File: src/rtl/buck_mode_pkg.sv
package buck_mode_pkg;

   typedef enum logic {
      MODE_PWM  = 1'b0,
      MODE_HYST = 1'b1
   } op_mode_e;

   // a sample argues for leaving the present mode
   function automatic logic opposes_mode(input op_mode_e mode, input logic node_pos);
      return (mode == MODE_PWM) ? node_pos : ~node_pos;
   endfunction

endpackage

File: src/rtl/buck_mode_runcnt.sv
module buck_mode_runcnt #(
   parameter int RUN_LEN = 8,
   localparam int CNT_W = (RUN_LEN > 2) ? $clog2(RUN_LEN) : 1
) (
   input  logic clk,
   input  logic rst_n,
   input  logic smp_vld,
   input  logic smp_opp,
   input  logic clr,
   output logic run_done
);

   localparam logic [CNT_W-1:0] LAST = CNT_W'(RUN_LEN - 1);

   logic [CNT_W-1:0] cnt_q;

   initial assert (RUN_LEN >= 2) else $error("RUN_LEN must be at least 2");

   assign run_done = smp_vld && smp_opp && (cnt_q == LAST);

   always_ff @(posedge clk or negedge rst_n) begin
      if (!rst_n) begin
         cnt_q <= '0;
      end else if (clr) begin
         cnt_q <= '0;
      end else if (smp_vld) begin
         if (smp_opp) cnt_q <= cnt_q + CNT_W'(1);
         else         cnt_q <= '0;
      end
   end

   // the run never counts past its last step
   assert_run_bound_R8: assert property (@(posedge clk) disable iff (!rst_n)
      cnt_q <= LAST);

   // a mode flip leaves the run empty
   assert_clear_on_flip_R8: assert property (@(posedge clk) disable iff (!rst_n)
      clr |=> (cnt_q == '0));

   // a sample that agrees with the present mode breaks the run
   assert_break_run_R4: assert property (@(posedge clk) disable iff (!rst_n)
      (smp_vld && !smp_opp) |=> (cnt_q == '0));

   // without a strobe the run holds still
   assert_no_strobe_R2: assert property (@(posedge clk) disable iff (!rst_n)
      (!smp_vld && !clr) |=> $stable(cnt_q));

endmodule

File: src/rtl/buck_mode_fsm.sv
module buck_mode_fsm
   import buck_mode_pkg::*;
(
   input  logic     clk,
   input  logic     rst_n,
   input  logic     run_done,
   input  logic     fast_req,
   output op_mode_e mode,
   output logic     flip
);

   op_mode_e mode_q;

   // fast_req is only raised while hysteretic, so either source means a toggle
   assign flip = run_done || fast_req;
   assign mode = mode_q;

   always_ff @(posedge clk or negedge rst_n) begin
      if (!rst_n) begin
         mode_q <= MODE_PWM;
      end else if (flip) begin
         mode_q <= (mode_q == MODE_PWM) ? MODE_HYST : MODE_PWM;
      end
   end

   // entry into hysteretic mode only ends a completed run
   assert_entry_by_run_R3: assert property (@(posedge clk) disable iff (!rst_n)
      $rose(mode_q) |-> $past(run_done));

   // a fast request never arrives in PWM
   assert_fast_only_hyst_R7: assert property (@(posedge clk) disable iff (!rst_n)
      fast_req |-> (mode_q == MODE_HYST));

endmodule

File: src/rtl/buck_mode_blank.sv
module buck_mode_blank #(
   parameter int OFF_CYC = 2,
   localparam int BW = $clog2(OFF_CYC + 1)
) (
   input  logic clk,
   input  logic rst_n,
   input  logic load,
   output logic fets_off
);

   logic [BW-1:0] left_q;

   initial assert (OFF_CYC >= 1) else $error("OFF_CYC must be at least 1");

   always_ff @(posedge clk or negedge rst_n) begin
      if (!rst_n) begin
         left_q <= '0;
      end else if (load) begin
         left_q <= BW'(OFF_CYC);
      end else if (left_q != '0) begin
         left_q <= left_q - BW'(1);
      end
   end

   assign fets_off = (left_q != '0);

   // a load always opens the off window
   assert_load_opens_R9: assert property (@(posedge clk) disable iff (!rst_n)
      load |=> fets_off);

endmodule

File: src/rtl/buck_mode_ctrl.sv
module buck_mode_ctrl
   import buck_mode_pkg::*;
#(
   parameter int RUN_LEN      = 8,
   parameter int OFF_CYC      = 2,
   parameter bit FAST_EXIT_EN = 1'b1
) (
   input  logic clk,
   input  logic rst_n,
   input  logic smp_stb,
   input  logic cmp_pos,
   input  logic vout_low,
   output logic hyst_mode,
   output logic fets_off
);

   op_mode_e mode;
   logic     flip;
   logic     run_done;
   logic     fast_req;
   logic     smp_opp;

   assign smp_opp = opposes_mode(mode, cmp_pos);

   generate
      if (FAST_EXIT_EN) begin : g_fast
         assign fast_req = (mode == MODE_HYST) && vout_low;

         // output dip in hysteretic mode returns to PWM at once
         assert_fast_exit_R7: assert property (@(posedge clk) disable iff (!rst_n)
            (hyst_mode && vout_low) |=> !hyst_mode);
      end else begin : g_nofast
         assign fast_req = 1'b0;
      end
   endgenerate

   buck_mode_runcnt #(.RUN_LEN(RUN_LEN)) u_run (
      .clk      (clk),
      .rst_n    (rst_n),
      .smp_vld  (smp_stb),
      .smp_opp  (smp_opp),
      .clr      (flip),
      .run_done (run_done)
   );

   buck_mode_fsm u_fsm (
      .clk      (clk),
      .rst_n    (rst_n),
      .run_done (run_done),
      .fast_req (fast_req),
      .mode     (mode),
      .flip     (flip)
   );

   buck_mode_blank #(.OFF_CYC(OFF_CYC)) u_blank (
      .clk      (clk),
      .rst_n    (rst_n),
      .load     (flip),
      .fets_off (fets_off)
   );

   assign hyst_mode = (mode == MODE_HYST);

   // every mode change comes with a both-off request
   assert_flip_blanked_R9: assert property (@(posedge clk) disable iff (!rst_n)
      !$stable(hyst_mode) |-> fets_off);

   // the mode never moves without a strobe or an output dip
   assert_cause_R2: assert property (@(posedge clk) disable iff (!rst_n)
      (!smp_stb && !vout_low) |=> $stable(hyst_mode));

endmodule

File: config.mk
export PLATFORM = sky130hd
export DESIGN_NAME = buck_mode_ctrl
export DESIGN_NICKNAME = d
export VERILOG_FILES = /design/src/rtl/buck_mode_pkg.sv /design/src/rtl/buck_mode_runcnt.sv /design/src/rtl/buck_mode_fsm.sv /design/src/rtl/buck_mode_blank.sv /design/src/rtl/buck_mode_ctrl.sv
export SDC_FILE = /design/constraint.sdc
export NUM_CORES = 1
export LEC_CHECK = 0
export BUFFER_PORTS_ARGS = -buffer_cell sky130_fd_sc_hd__buf_2
export CORE_AREA = 2 2 39 41
export DETAILED_ROUTE_END_ITERATION = 10
export DIE_AREA = 0 0 41 43
export SLEW_MARGIN = 20
export SYNTH_ARGS = -nofsm -noshare
export SYNTH_HDL_FRONTEND = slang
export SYNTH_SLANG_ARGS = --single-unit
File: constraint.sdc
create_clock -name clk -period 2.5 [get_ports clk]
set_input_delay 0.125 -clock clk [delete_from_list [all_inputs] [get_ports clk]]
set_output_delay 0.125 -clock clk [all_outputs]
set_load 0.01 [all_outputs]
# After elaboration in Yosys (flattened, before gate mapping)
# Cells that the tools add are included.
[word_totals]
out_inout_bits = 2
regBits = 6
input_bits = 5
wordCells = 21
[classes]
bitwise_logic = 1
eq_ne = 1
n_reduce_logical = 7
mux = 7
addsub = 2
[op_table]
columns = ["cell", "n"]
rows = [
  ["3-bit two-way mux", 3],
  ["2-bit nonzero test", 3],
  ["2-bit two-way mux", 2],
  ["3-bit by 1-bit adder with 3-bit output, second input constant", 1],
  ["3-bit == test, second input constant", 1],
  ["1-bit logical AND", 3],
  ["1-bit two-way mux", 2],
  ["2-bit by 1-bit subtractor with 2-bit output, second input constant", 1],
  ["1-bit logical OR", 1],
  ["1-bit NOT", 1],
]

# Logic depth before layout (Yosys ltp)
[logic_depth]
word_depth = 6
mapped_depth = 5

# Cells and area by module
# Synthesis repeated with hierarchy kept, for this count alone.
[unflattened]
cells_unflattened = 29
hier_area_um2 = 321.6
[by_module_without_submodules]
columns = ["module", "area_each_um2", "seq_area_each_um2", "cells_per_inst", "n_inst"]
rows = [
  ["buck_mode_runcnt", 155.1, 75.1, 13, 1],
  ["buck_mode_blank", 107.6, 50.0, 11, 1],
  ["buck_mode_fsm", 42.5, 25.0, 3, 1],
  ["buck_mode_ctrl", 16.3, 0.0, 2, 1],
]

# Worst setup path after synthesis
# Ideal clock, no wire load.
[synth_timing]
path_type = "register -> register"
start = "register u_run.cnt_q[0]"
end = "register u_blank.left_q[1]"
arrival_time_ns = 1.249
t_required_ns = 2.376
slack_ns = 1.127
path_stages_with_launch = 6
setup_ns = 0.124
period_less_slack_ns = 1.373
path_cell_list = "dfrtp_1 ha_1 ha_1 a31oi_1 a31oi_2 or2_1"
[synth_between]
elab_chain_len = 4
elab_cells_between_ends = 5
[synth_rtl]
columns = ["element", "line_no", "source"]
rows = [
  ["start, declared", "buck_mode_runcnt.sv:15", "logic [CNT_W-1:0] cnt_q;"],
  ["start signal, assigned", "buck_mode_runcnt.sv:27", "if (smp_opp) cnt_q <= cnt_q + CNT_W'(1);"],
  ["3-bit == test *", "buck_mode_runcnt.sv:19", "assign run_done = smp_vld && smp_opp && (cnt_q == LAST);"],
  ["1-bit logical AND *", "buck_mode_runcnt.sv:19", ""],
  ["1-bit logical OR *", "buck_mode_fsm.sv:15", "assign flip = run_done || fast_req;"],
  ["2-bit two-way mux or 2-bit nonzero test (tied branches)", "n/a", ""],
  ["end signal, assigned", "buck_mode_blank.sv:19", "left_q <= BW'(OFF_CYC);"],
  ["end signal, assigned", "buck_mode_blank.sv:21", "left_q <= left_q - BW'(1);"],
  ["end, declared", "buck_mode_blank.sv:11", "logic [BW-1:0] left_q;"],
]
# Every way passes the cells marked *; elsewhere a longest branch is shown, timed or not.
# A chain may end at the register's enable or synchronous reset.

# Worst setup path in the final report
# Ends and elaborated chain as after synthesis.

==> run metrics <==
met3 wire len 39 µm; final worst path period need 1.49 ns; Syn-to-layout area delta 21.8%; Final nets 53; CP Launch Type register; Max Cap Violations 0; uppermost layer routed met3; routed wl met2 246 µm; setup violators final 0; DRT Pass-1 Iters 4; HP Class in2reg; Slew Viols, Final 0; H-tree Lvls 1; Post-Syn Instances 34; Buf/Inv on CP 0; Cell Area, Synth 344 µm²; Setup Skew 0.00594 ns; row count 14; antenna viol nets, final 0; synth unique cells 17; Synth Register Bits 6; top-count cell post-synth dfrtp_1; number of vias per cell 4.42; TritonCTS buffer count 3; Critical Path RT 2.63 ns; Clock Latency Late Sink 0.24 ns; family with the most delay on the worst path adder cells; Leakage Power 0.223 nW; Synth top area share 43.6%; drc violations 0; number of synthesized flops with an enable pin 0; Slew @ Worst Pin 0.277 ns; global route overflow 0; Mapped Nets 42; # resized after CTS 0; worst path cell trace ha_1, ha_1, a31oi_1, a31oi_2, or2_1; kind of end point of the critical path register; final hold vios 0; CTS tree built; placed wire-length estimate 434 µm; FF-to-FF End u_blank.left_q[1]; Crit Reg-Reg Startpoint u_run.cnt_q[0]; crit path DAT 1.62 ns; top cells by area, synth dfrtp_1, ha_1, nand2b_1; R2R depth 5; Total Routing Usage GR 8.28%; Core Util, Final 30.3%; ratio of cells with drive above 1 in the final layout 25.6%; Core Box Area 1380 µm²; WS Path Type reg2reg; Metal-1 WL 298 µm; placed cell count 55; share of the yosys chip area belonging to registers 43.6%; Peak VDD IR 0.263 mV; CP max stage delay 0.40 ns; worst rel slew slack 81.5%; clock root buffer clkbuf_4; PD cells 983 nW/µm²; post-route insts no fill 59; vias in the first global route 245; IO Pins 7; worst setup path startpoint u_run.cnt_q[0]; total negative slack 0 ns; CP endpoint u_blank.left_q[1]; Routed wire per std cell 9.88 µm; Port Buffers 6; DRT iter0 DRCs 2; asr flop ratio synth 100%; WP depth 5; Reg clk slew, reported paths 0.05 ns; maximum fanout along the worst path 5; Crit-path slowest cell dfrtp_1; WL final 583 µm; leading area contributor after synthesis dfrtp_1; first-pass GRT wire length 938 µm; placer congestion estimate 0.690; fmax 673 MHz; total power 0.412 mW; antenna fix cells 0; CP most frequent cell ha_1; width of the die 41 µm; Final period util 59.5%; Reg2Reg Setup Slack 1.01 ns; Initial Util 24.9%; Post-synth top cells dfrtp_1, inv_1, a21oi_1, ha_1, nand2b_1; Syn. warnings 0; outcome finished clean; unrepaired setup endpoints after global routing no; vias 261; die area 1760 µm²; Clock Path Buffers 2; Syn Area/Cell 10.1 µm²; CTS sink count 6; pin count of the biggest net entering global routing 10; Post-synth top flop dfrtp_1; Fin Hold WS 0.179 ns; die height 43 µm; initial antenna violation count 0
metrics by stage:
| step | worst slack, ns | instance area, µm² |
|---|---|---|
| floorplan | 1.13 | 344 |
| global placement | 1.06 | 387 |
| detailed placement | 1.02 | 387 |
| CTS | 1.01 | 419 |
| global route | 0.942 | 419 |
| finish | 1.01 | 419 |
power breakdown:
group | total [mW] | switching [mW] | internal [mW]
sequential | 0.164 | 0.0267 | 0.137
clock | 0.0888 | 0.0346 | 0.0543
combinational | 0.159 | 0.0789 | 0.0806
total | 0.412 | 0.140 | 0.272
sequential cells by signal, indices dropped and copies added (netlist names):
signal,count
u_run.cnt_q,3
u_blank.left_q,2
u_fsm.mode,1
logic make-up after synthesis:
| group | share of synthesized area, % |
|---|---|
| adder cells (fa/ha/maj) | 10.9 |
| multiplexers | 2.91 |
| XOR/XNOR | 5.09 |
| buffers and inverters | 6.54 |
| AND/OR/NAND/NOR | 18.5 |
| AO/OA/AOI/OAI | 12.4 |
| flip-flops | 43.6 |
area by class of cell:
cell class	count	area (µm²)
clock buffers	3	22.5
multi-input cells	23	171
flip-flops and latches	6	150
repair buffers	7	40.0
well taps	16	20.0
fillers	148	965
inverters	4	15.0
layer usage:
metal | global-route usage, % | vias up
li1 | - | 136
met4 | 6.00 | 0
met3 | 3.14 | 0
met5 | 0 | -
met2 | 10.9 | 7
met1 | 10.5 | 118
worst register-to-register path: stages, from the launching register on:
cell and delay [ns]:
dfrtp_1 0.40, ha_1 0.22, ha_1 0.21, a31oi_1 0.20, a31oi_2 0.09, or2_1 0.25
worst min-delay path by stage:
stage               startpoint                 to  slack [ns]  cells after the start
floorplan                rst_n  u_blank.left_q[0]       -0.17                      0
global placement         rst_n     u_run.cnt_q[2]       -0.04                      1
detailed placement       rst_n  u_blank.left_q[0]       -0.04                      1
CTS                   vout_low         u_fsm.mode        0.17                      3
global route          vout_low         u_fsm.mode        0.18                      3
finish                vout_low         u_fsm.mode        0.18                      3
placed cells by master, fill, tap and decap left out, drive strengths merged:
cell type,count
nand2,1
xor2,2
a31oi,2
nor2,1
inv,4
nand3,2
nand3b,2
dlygate4sd3,1
ha,3
and3,1
dfrtp,6
clkbuf,3
mux2i,1
or2,1
nand2b,3
a21oi,3
buf,6
a21o,1
what timing repair did:
| item | 4_1_cts | 5_1_grt |
|---|---|---|
| hold buffers | 1 | 0 |
| hold endpoints to repair | 6 | 0 |
| setup buffers | 0 | 0 |
Note: power is estimated with default switching activity, not from simulation.
